**config.mk**
```make
export PLATFORM = sky130hd
export DESIGN_NAME = evt_timer_regs
export DESIGN_NICKNAME = d
export VERILOG_FILES = /design/src/rtl/evt_pkg.sv /design/src/rtl/evt_lane_unit.sv /design/src/rtl/evt_main_counter.sv /design/src/rtl/evt_timer_chan.sv /design/src/rtl/evt_timer_regs.sv
export SDC_FILE = /design/constraint.sdc
export NUM_CORES = 2
export LEC_CHECK = 0
export CAP_MARGIN = 10
export CORE_ASPECT_RATIO = 0.6
export CORE_MARGIN = 1
export CORE_UTILIZATION = 55
export DETAILED_ROUTE_END_ITERATION = 10
export HOLD_SLACK_MARGIN = 0.02
export PLACE_DENSITY = 0.84
export SYNTH_ARGS = -nofsm -noshare
export SYNTH_HDL_FRONTEND = slang
export SYNTH_SLANG_ARGS = --single-unit
export TNS_END_PERCENT = 30
```
**constraint.sdc**
```tcl
create_clock -name clk -period 4.6 [get_ports clk]
set_input_delay 0.92 -clock clk [delete_from_list [all_inputs] [get_ports clk]]
set_output_delay 0.92 -clock clk [all_outputs]
set_load 0.02 [all_outputs]
```
**src/rtl/evt_pkg.sv**
```systemverilog
`timescale 1ns/1ps
package evt_pkg;
    typedef enum logic [0:0] {
        CNT_HALTED  = 1'b0,
        CNT_RUNNING = 1'b1
    } cnt_state_t;

    typedef enum logic [2:0] {
        SEL_NONE,
        SEL_CAP,
        SEL_GCFG,
        SEL_STAT,
        SEL_CNT,
        SEL_TCFG,
        SEL_TCMP,
        SEL_TROUTE
    } reg_sel_t;

    localparam logic [9:0] OFS_CAP  = 10'h000;
    localparam logic [9:0] OFS_GCFG = 10'h010;
    localparam logic [9:0] OFS_STAT = 10'h020;
    localparam logic [9:0] OFS_CNT  = 10'h0F0;

    localparam logic [63:0] TCFG_WMASK = 64'h0000_0000_0000_3F4E;
    localparam int TCFG_EN     = 2;
    localparam int TCFG_PER    = 3;
    localparam int TCFG_SETVAL = 6;
    localparam int TCFG_W32    = 8;
    localparam int GCFG_EN     = 0;

    localparam logic [31:0] CAP_LOW = 32'h8086_A201;
endpackage

```
**src/rtl/evt_lane_unit.sv**
```systemverilog
`timescale 1ns/1ps
// Length check, byte-lane merge for writes and lane extraction for reads.
module evt_lane_unit (
    input  logic [2:0]  byte_ofs,
    input  logic [3:0]  len,
    input  logic [63:0] wdata,
    input  logic [63:0] old_val,
    output logic        acc_ok,
    output logic [63:0] merged,
    output logic [63:0] rd_lane
);
    logic [63:0] lane;
    logic [5:0]  shift;

    always_comb begin
        unique case (len)
            4'd1:    acc_ok = 1'b1;
            4'd2:    acc_ok = ~byte_ofs[0];
            4'd4:    acc_ok = (byte_ofs[1:0] == 2'b00);
            4'd8:    acc_ok = (byte_ofs == 3'b000);
            default: acc_ok = 1'b0;
        endcase
    end

    always_comb begin
        for (int k = 0; k < 8; k++) begin
            lane[8*k +: 8] = ((k >= int'(byte_ofs)) && (k < int'(byte_ofs) + int'(len)))
                             ? 8'hFF : 8'h00;
        end
    end

    assign shift   = {byte_ofs, 3'b000};
    assign merged  = (old_val & ~lane) | ((wdata << shift) & lane);
    assign rd_lane = (old_val & lane) >> shift;
endmodule

```
**src/rtl/evt_main_counter.sv**
```systemverilog
`timescale 1ns/1ps
// Main counter with halted/running state machine.
module evt_main_counter
    import evt_pkg::*;
#(
    parameter int CW = 64
) (
    input  logic          clk,
    input  logic          rst_n,
    input  logic          g_rise,
    input  logic          g_fall,
    input  logic          tick_en,
    input  logic          wr,
    input  logic [CW-1:0] wdata,
    output logic [CW-1:0] count,
    output logic          running
);
    cnt_state_t    state_q, state_d;
    logic [CW-1:0] cnt_q, cnt_d;

    always_ff @(posedge clk) begin
        if (!rst_n) begin
            state_q <= CNT_HALTED;
            cnt_q   <= '0;
        end else begin
            state_q <= state_d;
            cnt_q   <= cnt_d;
        end
    end

    always_comb begin
        state_d = state_q;
        unique case (state_q)
            CNT_HALTED:  if (g_rise) state_d = CNT_RUNNING;
            CNT_RUNNING: if (g_fall) state_d = CNT_HALTED;
            default:     state_d = CNT_HALTED;
        endcase
    end

    always_comb begin
        cnt_d = cnt_q;
        if (wr)
            cnt_d = wdata;
        else if (state_q == CNT_RUNNING && tick_en)
            cnt_d = cnt_q + 1'b1;
    end

    assign count   = cnt_q;
    assign running = (state_q == CNT_RUNNING);
endmodule

```
**src/rtl/evt_timer_chan.sv**
```systemverilog
`timescale 1ns/1ps
// One comparator channel's registers plus its start/stop/restart strobes.
module evt_timer_chan
    import evt_pkg::*;
(
    input  logic        clk,
    input  logic        rst_n,
    input  logic        wr_cfg,
    input  logic        wr_cmp,
    input  logic        wr_route,
    input  logic [63:0] wval,
    input  logic        g_en,
    input  logic        g_rise,
    input  logic        g_fall,
    input  logic        cnt_wr_live,
    output logic [63:0] cfg_q,
    output logic [63:0] cmp_q,
    output logic [63:0] route_q,
    output logic        start_o,
    output logic        stop_o,
    output logic        restart_o
);
    logic [63:0] cfg_new;
    logic        en_old, en_new;
    logic        cfg_restart, cfg_start, cfg_stop;

    assign cfg_new = (cfg_q & ~TCFG_WMASK) | (wval & TCFG_WMASK);
    assign en_old  = cfg_q[TCFG_EN];
    assign en_new  = cfg_new[TCFG_EN];

    assign cfg_restart = wr_cfg && g_en && en_new &&
                         ((cfg_new[TCFG_PER] != cfg_q[TCFG_PER]) ||
                          (cfg_new[TCFG_W32] && !cfg_q[TCFG_W32]));
    assign cfg_start   = wr_cfg && g_en && en_new && !en_old && !cfg_restart;
    assign cfg_stop    = wr_cfg && g_en && !en_new && en_old;

    always_ff @(posedge clk) begin
        if (!rst_n) begin
            cfg_q     <= '0;
            cmp_q     <= '0;
            route_q   <= '0;
            start_o   <= 1'b0;
            stop_o    <= 1'b0;
            restart_o <= 1'b0;
        end else begin
            if (wr_cfg)
                cfg_q <= cfg_new;
            else if (wr_cmp)
                cfg_q[TCFG_SETVAL] <= 1'b0;
            if (wr_cmp)
                cmp_q <= cfg_q[TCFG_W32] ? {32'h0, wval[31:0]} : wval;
            if (wr_route)
                route_q <= wval;
            start_o   <= cfg_start || (g_rise && en_old);
            stop_o    <= cfg_stop  || (g_fall && en_old);
            restart_o <= cfg_restart || (wr_cmp && g_en && en_old) ||
                         (cnt_wr_live && en_old);
        end
    end
endmodule

```
**src/rtl/evt_timer_regs.sv**
```systemverilog
`timescale 1ns/1ps
// Register front end of the event timer: decode, merge, global registers.
module evt_timer_regs
    import evt_pkg::*;
#(
    parameter int          NUM_TMR = 3,
    parameter logic [31:0] TICK_FS = 32'h00F4_2400
) (
    input  logic               clk,
    input  logic               rst_n,
    input  logic               tick_en,
    input  logic               acc_valid,
    input  logic               acc_write,
    input  logic [9:0]         acc_addr,
    input  logic [3:0]         acc_len,
    input  logic [63:0]        acc_wdata,
    output logic               rd_valid,
    output logic [63:0]        rd_data,
    output logic [NUM_TMR-1:0] tmr_start,
    output logic [NUM_TMR-1:0] tmr_stop,
    output logic [NUM_TMR-1:0] tmr_restart
);
    localparam logic [63:0] CAP_VAL = {TICK_FS, CAP_LOW};

    reg_sel_t    sel;
    logic [9:0]  word;
    logic [2:0]  ch_idx;
    logic        ch_in_rng;
    logic [63:0] old_val, merged, rd_lane;
    logic        acc_ok, wr_go;

    logic [1:0]         gcfg_q;
    logic [NUM_TMR-1:0] stat_q;
    logic               g_rise, g_fall, cnt_wr, cnt_wr_live, cnt_running;
    logic [63:0]        cnt_val;

    logic [63:0] cfg_a   [NUM_TMR];
    logic [63:0] cmp_a   [NUM_TMR];
    logic [63:0] route_a [NUM_TMR];

    assign word      = {acc_addr[9:3], 3'b000};
    assign ch_idx    = acc_addr[7:5];
    assign ch_in_rng = (int'(ch_idx) < NUM_TMR);

    always_comb begin
        sel = SEL_NONE;
        if (word == OFS_CAP)       sel = SEL_CAP;
        else if (word == OFS_GCFG) sel = SEL_GCFG;
        else if (word == OFS_STAT) sel = SEL_STAT;
        else if (word == OFS_CNT)  sel = SEL_CNT;
        else if (acc_addr[9:8] == 2'b01 && ch_in_rng) begin
            unique case (acc_addr[4:3])
                2'd0:    sel = SEL_TCFG;
                2'd1:    sel = SEL_TCMP;
                2'd2:    sel = SEL_TROUTE;
                default: sel = SEL_NONE;
            endcase
        end
    end

    always_comb begin
        old_val = '0;
        unique case (sel)
            SEL_CAP:  old_val = CAP_VAL;
            SEL_GCFG: old_val = {62'h0, gcfg_q};
            SEL_STAT: old_val = {{(64-NUM_TMR){1'b0}}, stat_q};
            SEL_CNT:  old_val = cnt_val;
            SEL_TCFG: for (int i = 0; i < NUM_TMR; i++) if (ch_idx == 3'(i)) old_val = cfg_a[i];
            SEL_TCMP: for (int i = 0; i < NUM_TMR; i++) if (ch_idx == 3'(i)) old_val = cmp_a[i];
            SEL_TROUTE: for (int i = 0; i < NUM_TMR; i++) if (ch_idx == 3'(i)) old_val = route_a[i];
            default:  old_val = '0;
        endcase
    end

    evt_lane_unit u_lane (
        .byte_ofs (acc_addr[2:0]),
        .len      (acc_len),
        .wdata    (acc_wdata),
        .old_val  (old_val),
        .acc_ok   (acc_ok),
        .merged   (merged),
        .rd_lane  (rd_lane)
    );

    assign wr_go       = acc_valid && acc_write && acc_ok;
    assign g_rise      = wr_go && (sel == SEL_GCFG) && !gcfg_q[GCFG_EN] && merged[GCFG_EN];
    assign g_fall      = wr_go && (sel == SEL_GCFG) && gcfg_q[GCFG_EN] && !merged[GCFG_EN];
    assign cnt_wr      = wr_go && (sel == SEL_CNT);
    assign cnt_wr_live = cnt_wr && cnt_running;

    always_ff @(posedge clk) begin
        if (!rst_n) begin
            gcfg_q   <= '0;
            stat_q   <= '0;
            rd_valid <= 1'b0;
            rd_data  <= '0;
        end else begin
            if (wr_go && sel == SEL_GCFG) gcfg_q <= merged[1:0];
            if (wr_go && sel == SEL_STAT) stat_q <= merged[NUM_TMR-1:0];
            rd_valid <= acc_valid && !acc_write;
            if (acc_valid && !acc_write)
                rd_data <= acc_ok ? rd_lane : {64{1'b1}};
        end
    end

    evt_main_counter #(.CW(64)) u_cnt (
        .clk     (clk),
        .rst_n   (rst_n),
        .g_rise  (g_rise),
        .g_fall  (g_fall),
        .tick_en (tick_en),
        .wr      (cnt_wr),
        .wdata   (merged),
        .count   (cnt_val),
        .running (cnt_running)
    );

    for (genvar g = 0; g < NUM_TMR; g++) begin : g_chan
        evt_timer_chan u_chan (
            .clk         (clk),
            .rst_n       (rst_n),
            .wr_cfg      (wr_go && sel == SEL_TCFG   && ch_idx == 3'(g)),
            .wr_cmp      (wr_go && sel == SEL_TCMP   && ch_idx == 3'(g)),
            .wr_route    (wr_go && sel == SEL_TROUTE && ch_idx == 3'(g)),
            .wval        (merged),
            .g_en        (gcfg_q[GCFG_EN]),
            .g_rise      (g_rise),
            .g_fall      (g_fall),
            .cnt_wr_live (cnt_wr_live),
            .cfg_q       (cfg_a[g]),
            .cmp_q       (cmp_a[g]),
            .route_q     (route_a[g]),
            .start_o     (tmr_start[g]),
            .stop_o      (tmr_stop[g]),
            .restart_o   (tmr_restart[g])
        );
    end
endmodule

```
After elaboration in Yosys (flattened, before gate mapping):

Cells that the tools add are included.

* register bits: 720
* input bits: 83
* output and inout bits: 74

* add/sub/neg operators: 2
* order comparisons: 16
* equality and inequality tests: 22
* shifts and indexed selects: 2
* mux-type cells: 40
* bitwise logic cells: 10
* reduce and logical (&&, ||, !) cells: 110

Operators with widths (number)
* $mux 64: 15
* $pmux 64 s7: 1
* $and 64x64->64: 3
* $or 64x14->64: 3
* $lt 4x32->1 const A: 4
* $logic_and 1x1->1: 71
* $add 64x1->64 const B: 1
* $lt 3x32->1 const A: 2
* $mux 8: 8
* $not 64->64: 1
* $or 64x64->64: 1
* $shl 64x6->64: 1
* $shr 64x6->64: 1
* $lt 1x32->1 const A: 1
* $lt 2x32->1 const A: 1
* $logic_not 1->1: 15
* $logic_or 1x1->1: 15
* $mux 3: 5
* $eq 3x3->1 const B: 4
* $logic_not 10->1: 1
* $eq 3x2->1 const B: 3
* $ge 3x3->1 const A: 3
* $pmux 3 s3: 1
* $mux 1: 8
* 21 further kinds: 33

Logic depth before layout (Yosys ltp):

* depth after elaboration: 18
* mapped depth: 12
* depth with buffers taken out: 9

By module:

Synthesis repeated with hierarchy kept, for this count alone.

* cell total of the unflattened synthesis: 4105
* area, all modules: 34446.8 sq um

By module, submodules not included
* evt_timer_chan: instances 3, cells each 589, area an instance 5940.7 sq um, seq. area each 2822.7 sq um
* evt_timer_regs: instances 1, cells each 1183, area an instance 8284.2 sq um, seq. area each 1401.3 sq um
* evt_lane_unit: instances 1, cells each 658, area an instance 4509.3 sq um, seq. area each 0.0 sq um
* evt_main_counter: instances 1, cells each 497, area an instance 3831.2 sq um, seq. area each 1301.2 sq um

Worst setup path before layout:

Ideal clock, no wire load.

* kind: input port to flip-flop
* from: input acc_addr[0]
* to: register u_cnt.cnt_q[31] (netlist: u_cnt.count[31])
* data arrival time: 3573 ps
* required time: 4514 ps
* slack: 941 ps
* cell stages on the path: 10
* path through: ha_1 -> fa_1 -> and2_0 -> a21oi_1 -> o21a_1 -> clkbuf_1 -> clkbuf_1 -> mux2i_1 -> nor2_1 -> a211oi_1

* longest elaborated chain between the ends: 8

Ends and longest elaborated chain
* start, declared: line evt_timer_regs.sv:14 `input logic [9:0] acc_addr,`
* $add 3x4->5: line evt_lane_unit.sv:27 `lane[8*k +: 8] = ((k >= int'(byte_ofs)) && (k < int'(byte_ofs) + int'(len)))`
* $lt 3x32->1: line evt_lane_unit.sv:27
* $logic_and 1x1->1: line evt_lane_unit.sv:27
* $mux 8: line evt_lane_unit.sv:28 `? 8'hFF : 8'h00;`
* $not 64->64: line evt_lane_unit.sv:33 `assign merged = (old_val & ~lane) | ((wdata << shift) & lane);`
* $and 64x64->64: line evt_lane_unit.sv:33
* $or 64x64->64: line evt_lane_unit.sv:33
* $mux 64: line evt_main_counter.sv:42 `if (wr)`
* end signal, assigned: line evt_main_counter.sv:27 `cnt_q <= cnt_d;`
* end, declared: line evt_main_counter.sv:19 `logic [CW-1:0] cnt_q, cnt_d;`

Parallel ways exist; a longest one is shown, timed or not.
A chain may end at the register's enable or synchronous reset.

Worst setup path in the final report:

* from: input acc_addr[3]
* to: register rd_data[10]

* longest elaborated chain between the ends: 12

Ends and longest elaborated chain
* $eq 2x2->1 (tied with other cells): line evt_timer_regs.sv:52 `unique case (acc_addr[4:3])`
* $pmux 3 s3: line evt_timer_regs.sv:52
* $mux 3: line evt_timer_regs.sv:51 `else if (acc_addr[9:8] == 2'b01 && ch_in_rng) begin`
* $mux 3: line evt_timer_regs.sv:50 `else if (word == OFS_CNT) sel = SEL_CNT;`
* $mux 3: line evt_timer_regs.sv:49 `else if (word == OFS_STAT) sel = SEL_STAT;`
* $mux 3: line evt_timer_regs.sv:48 `else if (word == OFS_GCFG) sel = SEL_GCFG;`
* $mux 3 (*): line evt_timer_regs.sv:47 `if (word == OFS_CAP) sel = SEL_CAP;`
* $eq 3x3->1 (tied with other cells): line evt_timer_regs.sv:63 `unique case (sel)`
* $pmux 64 s7 (*): line evt_timer_regs.sv:63
* $and 64x64->64 (*): line evt_lane_unit.sv:34 `assign rd_lane = (old_val & lane) >> shift;`
* $shr 64x6->64 (*): line evt_lane_unit.sv:34
* $mux 64 (*): line evt_timer_regs.sv:102 `rd_data <= acc_ok ? rd_lane : {64{1'b1}};`
* end signal, assigned: line evt_timer_regs.sv:102
* end, declared: line evt_timer_regs.sv:18 `output logic [63:0] rd_data,`

Every way passes the cells marked *; elsewhere a longest branch is shown, timed or not.

==> impl_metrics.ini <==
[cts]
clk_latency_ns = 0.64
cts_resized = 0
cts_buffers = 52
htreeDepth = 2
cts_tree = yes
postCtsHoldBufs = 0
postCtsSetupRepairBufs = 0
cts_root_buffer = clkbuf_16
cts.sinks = 558
cts_buffer_depth = 3
cts.clk_slew.worst_paths_ns = 0.07

[yosys]
postSynthAreaPerCell_um2 = 7.97
ys_async_sr_fraction_pct = 0
synth_nets = 3791
synth_seq_cells = 558
ys_top_cells_by_count = nand2_1, dfxtp_1, a21oi_1, nor2_1, mux2i_1
synth_area_leaders = dfxtp_1, nand2_1, mux2i_1
ys_types = 98
synth_top_area_share_pct = 37.9
netlist.top_cell.by_area = dfxtp_1
ys_warn_count = 0
yosysSeqAreaShare_pct = 37.9
synth_most_common_cell = nand2_1
synthFlopType = dfxtp_1
synth_edf_count = 0
synthCells = 3700
syn_area_mm2 = 0.0295

[timing]
finalSetupViolations = 0
setup_tns_ns = 0
hold_violations = 0
skew_ns = 0.0346
worstMarginPinSlew_ns = 1.47
rsz0062_at_grt = false
fmax_mhz = 231
min_period_ns = 4.33
maxSlewViolCount = 0
whs_ns = 0.451
finalCritPeriodShare_pct = 94.2
slew_headroom_pct = 1.67

[worst_setup_path]
path_max_fanout = 21
start_kind = input pin
r2r_cells = 8
critPathRequiredTime_ns = 5.10
timing.rr.start = g_chan[2].u_chan.route_q[42]
reg2reg_to = rd_data[10]
cp.arrival_ns = 4.83
cp-end-kind = flip-flop
rrSetupSlack_ns = 1.09
worstSetupPathType = in -> reg

[global_routing]
grt_overflow = 0
grt_antenna_before_repair = 7
grt_pass1_wl_mm = 192
grt_max_degree = 126
grt_util_all_layers_pct = 46.9
grt_pass1_vias = 28500

[routing]
drt-initial-drc-count = 5571
drt_wl_total_mm = 132
post_drt_wl_per_cell_um = 28.4
viasPerCell = 6.82
dr.pass1.iters = 9
vias = 31800
drcViolationCount = 0
ant_nets = 0

[power]
max-vdd-ir-drop_mv = 0.312
finalPower_mw = 11.0
p_leak_nw = 12.5
pwr_density_cell_mw_per_mm2 = 310

[place]
portBuffers = 156
place_congestion = 1.12
place_inst = 4568
hpwl_mm = 95.7

[layout]
syn_to_final_growth_pct = 20.2
drive_above_1_share_pct = 13.7
final_nets = 4010
fin_cells = 4664

[floorplan]
io_pins = 157
std_cell_rows = 65
core_mm2 = 0.0528
die_w_um = 301
die_area_mm2 = 0.0546
die_y_um = 181
start_util_pct = 55.9

[job]
drv_cap = 0

[hold_path]
whs_path_depth = 2
hold_class = reg -> reg
min_to = g_chan[2].u_chan.cmp_q[8]
holdCritStartpoint = g_chan[2].u_chan.cmp_q[8]

[outcome]
status = finished, final reports clean
## final cells by class
type                            count  area (µm²)
Tap cell                          703         880
Timing Repair Buffer              484        4570
Sequential cell                   558       11200
Clock inverter                     15         175
Clock buffer                       75        1480
Multi-Input combinational cell   2798       17000
Inverter                           25         101
Fill cell                        4294       17300
Antenna cell                        6        15.0
## worst max-delay path by stage
stage,end,from,slack (ns)
2_1_floorplan,u_cnt.count[31],acc_addr[0],0.94
3_3_place_gp,rd_data[10],acc_addr[3],-0.04
3_5_place_dp,rd_data[10],acc_addr[3],-0.06
4_1_cts,rd_data[10],acc_addr[3],0.57
5_1_grt,rd_data[10],acc_addr[3],0.22
6_report,rd_data[10],acc_addr[3],0.27
## layer usage
layer	share of wire, %	GRT usage, %	wire length [µm]
met3	17	20.3	23100
met4	3.8	15.0	5030
met5	0.023	0	30
met2	38	61.1	50300
met1	41	67.7	53700
## flip-flops by register name, indices dropped and copies added, names as in the netlist
signal and count:
g_chan.u_chan.cfg_q 30, g_chan.u_chan.cmp_q 192, g_chan.u_chan.restart_o 3, g_chan.u_chan.route_q 192, g_chan.u_chan.start_o 3, g_chan.u_chan.stop_o 3
gcfg_q 2, rd_data 64, rd_valid 1, stat_q 3, u_cnt.count 64, u_cnt.running 1
## worst max-delay path: stages
cell and delay [ns]:
clkdlybuf4s50_1 0.49, inv_1 0.07, ha_1 0.24, buf_4 0.16, and2_1 0.16, o21ai_1 0.26
a21oi_4 0.17, buf_12 0.19, a221oi_1 1.18, o22ai_1 0.18, o21ai_0 0.55, buf_4 0.20
a21oi_1 0.05
## stage by stage
stage / util (%) / worst slack, ns / instance area [µm²]
final: 67.1 / 0.269 / 35400
after detailed placement: 64.0 / -0.0559 / 33800
after global placement: 64.0 / -0.0423 / 33800
after CTS: 67.1 / 0.567 / 35400
after floorplan: - / 0.941 / 29500
after global routing: 67.1 / 0.220 / 35400
## cells in the final DEF (no fill, tap or decap), types with 10 or more instances in the layout
cell type	netlist	layout
xnor2_1	34	34
nand3_1	70	67
and3_1	15	15
a31oi_1	14	13
o21ai_0	140	140
buf_4	14	286
o31ai_1	13	12
and2_1	26	26
clkbuf_16	0	52
a22o_1	12	12
o22ai_1	33	33
a21oi_1	442	442
dfxtp_1	558	558
a211oi_1	83	82
a221oi_1	32	32
nor3_1	32	31
clkdlybuf4s50_1	0	150
nand2b_1	11	11
o2bb2ai_1	28	28
clkbuf_8	0	10
o221ai_1	11	11
mux2i_1	246	246
xor2_1	27	27
nand4_1	35	35
a22oi_1	115	115
a2bb2oi_1	102	102
inv_1	23	23
buf_12	0	45
and4_1	10	10
clkbuf_1	221	14
nor2_1	254	248
nand2_1	734	733
mux2_2	35	35
or2_2	15	15
o211ai_1	27	27
o21a_1	11	11
o21ai_1	10	10
## report_power, final
group          switching, mW  internal [mW]
clock                   2.05           2.31
combinational           1.11          0.602
sequential            0.0337           4.87
total                   3.19           7.78
## cell families (layout without fill, tap and decap cells)
kind of cell / Yosys count / after routing / synth area share [%]
adder cells (fa/ha/maj): 8 / 8 / 0.365
multiplexers: 292 / 292 / 10.4
AO/OA/AOI/OAI: 1183 / 1183 / 26.5
flip-flops: 558 / 558 / 37.9
other: 0 / 6 / 0
buffers and inverters: 344 / 599 / 4.85
AND/OR/NAND/NOR: 1254 / 1254 / 18.1
XOR/XNOR: 61 / 61 / 1.81
Power figures use the tool's default switching activity.
